## config.mk

```make
export PLATFORM = sky130hd
export DESIGN_NAME = pcp_top
export DESIGN_NICKNAME = d
export VERILOG_FILES = /design/src/rtl/pcp_pkg.sv /design/src/rtl/pcp_ctrl_reg.sv /design/src/rtl/pcp_chan.sv /design/src/rtl/pcp_top.sv
export SDC_FILE = /design/constraint.sdc
export NUM_CORES = 1
export LEC_CHECK = 0
export CAP_MARGIN = 20
export CORE_UTILIZATION = 40
export DETAILED_ROUTE_END_ITERATION = 6
export GPL_ROUTABILITY_DRIVEN = 0
export HOLD_SLACK_MARGIN = 0.02
export PLACE_DENSITY = 0.7
export SLEW_MARGIN = 20
export SYNTH_ARGS = -nofsm -noshare
export SYNTH_HDL_FRONTEND = slang
export SYNTH_SLANG_ARGS = --single-unit
```

## constraint.sdc

```tcl
create_clock -name clk -period 2.8 [get_ports clk]
set_input_delay 0.56 -clock clk [delete_from_list [all_inputs] [get_ports clk]]
set_output_delay 0.56 -clock clk [all_outputs]
set_load 0.05 [all_outputs]
```

## src/rtl/pcp_pkg.sv

```systemverilog
package pcp_pkg;

  localparam int CODE_W   = 6;
  localparam int CFG_W    = CODE_W + 3;
  localparam int CH_PITCH = 16;
  localparam logic [1:0] PRIV_USER = 2'd3;

  typedef enum logic [1:0] {
    SEL_CTRL = 2'd0,
    SEL_CNT0 = 2'd1,
    SEL_CNT1 = 2'd2,
    SEL_NONE = 2'd3
  } reg_sel_e;

  // Per-channel field group, packed in its bit order inside the select register.
  typedef struct packed {
    logic              cyc_mode;
    logic              en_user;
    logic              en_sup;
    logic [CODE_W-1:0] code;
  } chan_cfg_t;

  // Bits of the select register that hold state.
  function automatic logic [63:0] ctrl_mask();
    logic [63:0] m;
    m = '0;
    for (int ch = 0; ch < 2; ch++)
      m[ch*CH_PITCH +: CFG_W] = '1;
    return m;
  endfunction

  function automatic chan_cfg_t cfg_of(input logic [63:0] ctrl, input int ch);
    return chan_cfg_t'(ctrl[ch*CH_PITCH +: CFG_W]);
  endfunction

  function automatic logic code_defined(input logic [CODE_W-1:0] c);
    return (c <= 6'h1F) || ((c >= 6'h22) && (c <= 6'h29));
  endfunction

  function automatic logic priv_allowed(input chan_cfg_t cfg, input logic [1:0] pl);
    return (pl == PRIV_USER) ? cfg.en_user : cfg.en_sup;
  endfunction

endpackage

```

## src/rtl/pcp_ctrl_reg.sv

```systemverilog
module pcp_ctrl_reg #(
  parameter int DATA_W = 64
) (
  input  logic              clk,
  input  logic              rst_n,
  input  logic              wr,
  input  logic [DATA_W-1:0] wdata,
  output logic [DATA_W-1:0] ctrl_q
);
  localparam logic [DATA_W-1:0] MASK = DATA_W'(pcp_pkg::ctrl_mask());

  always_ff @(posedge clk or negedge rst_n) begin
    if (!rst_n)  ctrl_q <= '0;
    else if (wr) ctrl_q <= wdata & MASK;
  end

  // reserved bits never take a value
  a_r5_reserved_zero: assert property (@(posedge clk) disable iff (!rst_n)
    (ctrl_q & ~MASK) == '0);

  // a write shows on the next cycle
  a_r11_ctrl_write: assert property (@(posedge clk) disable iff (!rst_n)
    wr |=> ctrl_q == ($past(wdata) & MASK));

  // no write, no change
  a_r1_ctrl_hold: assert property (@(posedge clk) disable iff (!rst_n)
    !wr |=> $stable(ctrl_q));
endmodule

```

## src/rtl/pcp_chan.sv

```systemverilog
module pcp_chan #(
  parameter int CNT_W   = 40,
  parameter int NUM_EVT = 64
) (
  input  logic                clk,
  input  logic                rst_n,
  input  pcp_pkg::chan_cfg_t  cfg,
  input  logic [1:0]          priv_lvl,
  input  logic [NUM_EVT-1:0]  evt_strobe,
  input  logic                wr,
  input  logic [CNT_W-1:0]    wdata,
  output logic [CNT_W-1:0]    cnt_q,
  output logic                inc_o
);
  logic allowed;
  logic code_ok;
  logic hit;

  assign allowed = pcp_pkg::priv_allowed(cfg, priv_lvl);
  assign code_ok = pcp_pkg::code_defined(cfg.code);
  assign hit     = cfg.cyc_mode | evt_strobe[cfg.code];
  assign inc_o   = allowed & code_ok & hit;

  always_ff @(posedge clk or negedge rst_n) begin
    if (!rst_n)      cnt_q <= '0;
    else if (wr)     cnt_q <= wdata;
    else if (inc_o)  cnt_q <= cnt_q + CNT_W'(1);
  end

  // write wins over an increment
  a_r11_write_wins: assert property (@(posedge clk) disable iff (!rst_n)
    wr |=> cnt_q == $past(wdata));

  // no qualifying cycle, no change
  a_r7_hold_idle: assert property (@(posedge clk) disable iff (!rst_n)
    (!wr && !inc_o) |=> $stable(cnt_q));

  // reserved code freezes the counter
  a_r9_reserved_code: assert property (@(posedge clk) disable iff (!rst_n)
    (!wr && !pcp_pkg::code_defined(cfg.code)) |=> $stable(cnt_q));

  // a disallowed privilege freezes the counter
  a_r6_priv_gate: assert property (@(posedge clk) disable iff (!rst_n)
    (!wr && ((priv_lvl == 2'd3) ? !cfg.en_user : !cfg.en_sup)) |=> $stable(cnt_q));

  // silent wrap
  a_r10_wrap: assert property (@(posedge clk) disable iff (!rst_n)
    (!wr && inc_o && (cnt_q == '1)) |=> cnt_q == '0);
endmodule

```

## src/rtl/pcp_top.sv

```systemverilog
module pcp_top #(
  parameter int DATA_W  = 64,
  parameter int CNT_W   = 40,
  parameter int NUM_EVT = 64
) (
  input  logic               clk,
  input  logic               rst_n,
  input  logic               wr_en,
  input  logic [1:0]         wr_sel,
  input  logic [DATA_W-1:0]  wr_data,
  input  logic [1:0]         rd_sel,
  output logic [DATA_W-1:0]  rd_data,
  input  logic [NUM_EVT-1:0] evt_strobe,
  input  logic [1:0]         priv_lvl
);
  import pcp_pkg::*;

  localparam int NUM_CH = 2;
  localparam int PAD_W  = DATA_W - CNT_W;

  logic [DATA_W-1:0] ctrl_q;
  logic              ctrl_wr;
  logic [CNT_W-1:0]  cnt_q [NUM_CH];
  logic [NUM_CH-1:0] cnt_wr;
  logic [NUM_CH-1:0] cnt_inc;

  assign ctrl_wr = wr_en && (wr_sel == SEL_CTRL);

  pcp_ctrl_reg #(.DATA_W(DATA_W)) u_ctrl (
    .clk    (clk),
    .rst_n  (rst_n),
    .wr     (ctrl_wr),
    .wdata  (wr_data),
    .ctrl_q (ctrl_q)
  );

  for (genvar ch = 0; ch < NUM_CH; ch++) begin : g_chan
    assign cnt_wr[ch] = wr_en && (wr_sel == 2'(ch + 1));
    pcp_chan #(.CNT_W(CNT_W), .NUM_EVT(NUM_EVT)) u_chan (
      .clk        (clk),
      .rst_n      (rst_n),
      .cfg        (cfg_of(64'(ctrl_q), ch)),
      .priv_lvl   (priv_lvl),
      .evt_strobe (evt_strobe),
      .wr         (cnt_wr[ch]),
      .wdata      (wr_data[CNT_W-1:0]),
      .cnt_q      (cnt_q[ch]),
      .inc_o      (cnt_inc[ch])
    );
  end

  always_comb begin
    unique case (rd_sel)
      SEL_CTRL: rd_data = ctrl_q;
      SEL_CNT0: rd_data = {{PAD_W{1'b0}}, cnt_q[0]};
      SEL_CNT1: rd_data = {{PAD_W{1'b0}}, cnt_q[1]};
      default:  rd_data = '0;
    endcase
  end

  // counter reads carry zero above the counter width
  always_comb begin
    if (rst_n && (rd_sel != SEL_CTRL))
      a_r10_upper_zero: assert (rd_data[DATA_W-1:CNT_W] == '0);
  end

  // a write with the unused select changes no register
  a_r2_none_sel: assert property (@(posedge clk) disable iff (!rst_n)
    (wr_en && wr_sel == SEL_NONE && cnt_inc == '0) |=>
      ($stable(ctrl_q) && $stable(cnt_q[0]) && $stable(cnt_q[1])));
endmodule

```

==> flow_summary.rst <==
.. list-table::
   :header-rows: 1

   * - Metric
     - Value
   * - Final routed wirelength across all metal layers
     - 25.1 mm
   * - RSZ-0062 raised after global routing
     - true
   * - Diodes inserted
     - 0
   * - Synth warn
     - 0
   * - Final hold slack
     - 0.229 ns
   * - Pins over their slew limit
     - 0
   * - Post-DP HPWL
     - 18.7 mm
   * - Total routing usage reported by global routing
     - 0.259
   * - Initial detailed-routing violation count
     - 764
   * - Type of the worst setup path
     - primary input to flop
   * - Pre-CTS WS
     - -0.346 ns
   * - Area growth from synthesis to final layout
     - 39.5%
   * - Leakage power
     - 3.96 nW
   * - Maximum number of buffers from clock root to sink
     - 2
   * - Number of storage elements in the synthesis netlist
     - 98
   * - Core Area
     - 0.0187 sq mm
   * - Clock sink count
     - 98
   * - Count of distinct cell types in the synthesized netlist
     - 59
   * - Wire length of the first global-routing pass
     - 39.4 mm
   * - Width of the chip
     - 140 microns
   * - Total Die Area
     - 0.0196 sq mm
   * - Final period util
     - 0.977
   * - IR Drop Worst-Case VDD
     - 0.322 mV
   * - Clock latency reported for the late side of the worst-skew pair
     - 0.36 ns
   * - Total power
     - 0.00664 W
   * - Most area-hungry cell type in the Yosys netlist
     - sky130_fd_sc_hd__dfrtp_1
   * - Number of antenna violations at the first check in global routing
     - 0
   * - Proportion of layout cells with a drive suffix above 1
     - 0.218
   * - Root buffer cell
     - sky130_fd_sc_hd__clkbuf_16
   * - Slew of the pin with the lowest slew margin
     - 0.659 ns
   * - Most used flip-flop cell after synthesis
     - sky130_fd_sc_hd__dfrtp_1
   * - Final Worst Setup Slack
     - 0.0646 ns
   * - Chip Height
     - 140 microns
   * - Crit path max-delay family
     - compound AO/OA/AOI/OAI gates
   * - Slowest stage cell, crit path
     - sky130_fd_sc_hd__clkdlybuf4s50_1
   * - Sum of buffers and inverters on the critical path
     - 2
   * - Startpoint class of the critical path
     - primary input
   * - Post-route standard cell area excluding fillers
     - 0.0106 sq mm
   * - Share of the yosys chip area belonging to registers
     - 0.322
   * - Number of input and output port buffers inserted
     - 152
   * - Number of CTS-inserted buffers
     - 9
   * - Clock tree from TritonCTS
     - yes
   * - Min Clock Period, post-route
     - 2.74 ns
   * - Top library cells by usage in the layout, fill and taps aside
     - sky130_fd_sc_hd__nand2_1 (123), sky130_fd_sc_hd__clkdlybuf4s50_1 (111), sky130_fd_sc_hd__dfrtp_1 (98)
   * - Maximum achievable frequency
     - 366 MHz
   * - Commonest non-fill, non-tap cell in the layout
     - sky130_fd_sc_hd__nand2_1
   * - Pin count of the biggest net entering global routing
     - 67
   * - Clock transition at the registers of the reported paths
     - 0.06 ns
   * - Row count
     - 50
   * - Number of detailed-routing iterations run before antenna repair
     - 7
   * - Maximum level of the CTS H-tree
     - 3
   * - CP max stage delay
     - 0.49 ns
   * - Mapped Cells
     - 841
   * - Run status
     - finished, final reports clean
   * - Pwr per Cell Area
     - 625 mW/mm^2
   * - Largest clock skew in the final design
     - 0.00665 ns
   * - Biggest fanout along the worst timing path
     - 16
   * - Number of nets in the final layout
     - 1157
   * - Share of the synthesized area in the top cell type
     - 0.322
   * - Post-DP Area
     - 0.0102 sq mm
   * - Vias in the first global route
     - 7206
   * - Max-cap check violation count
     - 0
   * - Class of the worst hold path
     - primary input to async pin
   * - Detail-routed via count per cell
     - 5.91
   * - Hold Vio Cnt, Final
     - 0
   * - Average cell area after synthesis
     - 9.05 sq um
   * - Final routed DRC violation total
     - 0
   * - Arrival time reported for the critical path endpoint
     - 3.04 ns
   * - Worst slew slack as a fraction of its limit
     - 0.560
   * - CP Data Required Time
     - 3.10 ns
   * - Post-synth ARST share
     - 1.00
   * - Hold-fix buffer count after cts
     - 0
   * - Number of vias after detailed routing
     - 7429
   * - Top area cells in the synthesized netlist
     - sky130_fd_sc_hd__dfrtp_1 (32%), sky130_fd_sc_hd__xnor2_1 (7.7%), sky130_fd_sc_hd__mux4_2 (6.8%)
   * - Count of boundary I/O pins
     - 201
   * - Count of nets left with antenna violations after detail routing
     - 0
   * - Worst Setup End Kind
     - flop
   * - Per-cell routed wire length
     - 20.0 microns
   * - Post-synth EDFFs
     - 0
   * - Starting utilization of the core area
     - 0.407
   * - Final setup violation count
     - 0
   * - Reg-to-reg slack, setup
     - 0.10 ns
   * - Fillcell total
     - 1605
   * - Global route total overflow
     - 0
   * - Critical-path cell list
     - clkdlybuf4s50_1 > mux4_2 > o2bb2ai_1 > o22ai_1 > a211o_1 > buf_12 > a21oi_1 > mux2_2 > nand2_1
   * - Syn Std Cell Area
     - 0.00761 sq mm
==> Yosys cell counts, types with 3 or more instances <==
cell	number
sky130_fd_sc_hd__xnor2_1	67
sky130_fd_sc_hd__buf_1	6
sky130_fd_sc_hd__mux2_2	23
sky130_fd_sc_hd__nor3_1	8
sky130_fd_sc_hd__a2111oi_0	10
sky130_fd_sc_hd__and4_1	9
sky130_fd_sc_hd__inv_1	8
sky130_fd_sc_hd__a22oi_1	3
sky130_fd_sc_hd__and2_1	10
sky130_fd_sc_hd__nor4_1	3
sky130_fd_sc_hd__a2111oi_2	19
sky130_fd_sc_hd__mux4_2	23
sky130_fd_sc_hd__o21ai_0	76
sky130_fd_sc_hd__nor3b_1	3
sky130_fd_sc_hd__or2_2	4
sky130_fd_sc_hd__nand2_1	123
sky130_fd_sc_hd__nand3b_1	6
sky130_fd_sc_hd__mux2i_1	36
sky130_fd_sc_hd__nand3_1	36
sky130_fd_sc_hd__clkbuf_1	35
sky130_fd_sc_hd__buf_2	14
sky130_fd_sc_hd__dfrtp_1	98
sky130_fd_sc_hd__buf_6	3
sky130_fd_sc_hd__a31oi_1	5
sky130_fd_sc_hd__or3_1	3
sky130_fd_sc_hd__o21ai_1	8
sky130_fd_sc_hd__and3_1	15
sky130_fd_sc_hd__nor2b_1	5
sky130_fd_sc_hd__a211oi_1	13
sky130_fd_sc_hd__a21oi_1	43
sky130_fd_sc_hd__nand4_1	20
sky130_fd_sc_hd__a22o_1	22
sky130_fd_sc_hd__nor2_1	25
sky130_fd_sc_hd__buf_4	28
==> cell type report <==
type / instances / area [sq um] / share of cell area
inverter: 8 / 30.0 / 0.00283
sequential: 98 / 2450 / 0.231
clock inverter: 5 / 100 / 0.00943
clock buffer: 11 / 253 / 0.0238
tap: 234 / 293 / 0.0276
multi-input combinational: 672 / 4830 / 0.455
timing repair buffer: 229 / 2660 / 0.251
==> per-layer routing <==
layer | wire [microns] | track usage
met1 | 10700 | 0.348
met2 | 11800 | 0.418
met3 | 1840 | 0.0308
met4 | 800 | 0.118
met5 | 0 | 0
==> sequential cells by signal (all words and copies together) (netlist names) <==
name / flops
g_chan.u_chan.cnt_q: 80
u_ctrl.ctrl_q: 18
==> through the flow <==
step                setup TNS (ns)  instances   util
floorplan                        0        864      -
global placement             -9.59       1241  0.548
detailed placement          -10.92       1241  0.548
CTS                              0       1257  0.567
global route               -0.0423       1257  0.568
finish                           0       1257  0.568
==> worst register-to-register path: cells and delay by family, from the launching register on <==
kind,cells,cell delay (ns)
AO/OA/AOI/OAI,4,1.08
flip-flops,1,0.40
buffers and inverters,2,0.35
multiplexers,2,0.76
AND/OR/NAND/NOR,1,0.06
==> power breakdown <==
| group | internal, W | switching, W |
|---|---|---|
| Combinational | 0.00147 | 0.00160 |
| Clock | 0.000919 | 0.000560 |
| Sequential | 0.00169 | 0.000397 |
==> kinds of logic (layout without fill, tap and decap cells) <==
group                      count (synthesis)  in the layout  share of synthesized area
adders and majority gates                  2              2                    0.00329
AOI/OAI and AO/OA                        219            219                      0.203
other                                      1             24                   0.000493
DFF                                       98             98                      0.322
xor gates and xnor gates                  68             68                     0.0782
and+or+nand+nor                          277            277                      0.178
buffers and inverters                     94            253                     0.0654
muxes                                     82             82                      0.149
==> what timing repair did <==
action,in CTS,in global routing
endpoints found under the setup margin,1,9
pin swaps,0,1
buffers inserted,0,0
resized for setup,1,8
==> path summary, 6_finish.rpt <==
check                                               from                                      to  depth (start not counted)
max                                       evt_strobe[45]  g_chan[1].u_chan.cnt_q[27]$_DFFE_PN0P_                          9
min                                                rst_n            u_ctrl.ctrl_q[2]$_DFFE_PN0P_                          1
max reg2reg                u_ctrl.ctrl_q[16]$_DFFE_PN0P_  g_chan[1].u_chan.cnt_q[27]$_DFFE_PN0P_                          9
min reg2reg                 u_ctrl.ctrl_q[6]$_DFFE_PN0P_            u_ctrl.ctrl_q[6]$_DFFE_PN0P_                          1
max in group asynchronous                          rst_n  g_chan[0].u_chan.cnt_q[10]$_DFFE_PN0P_                          2
min in group clk            u_ctrl.ctrl_q[6]$_DFFE_PN0P_            u_ctrl.ctrl_q[6]$_DFFE_PN0P_                          1
No activity file was read; power rests on OpenSTA's default activity.
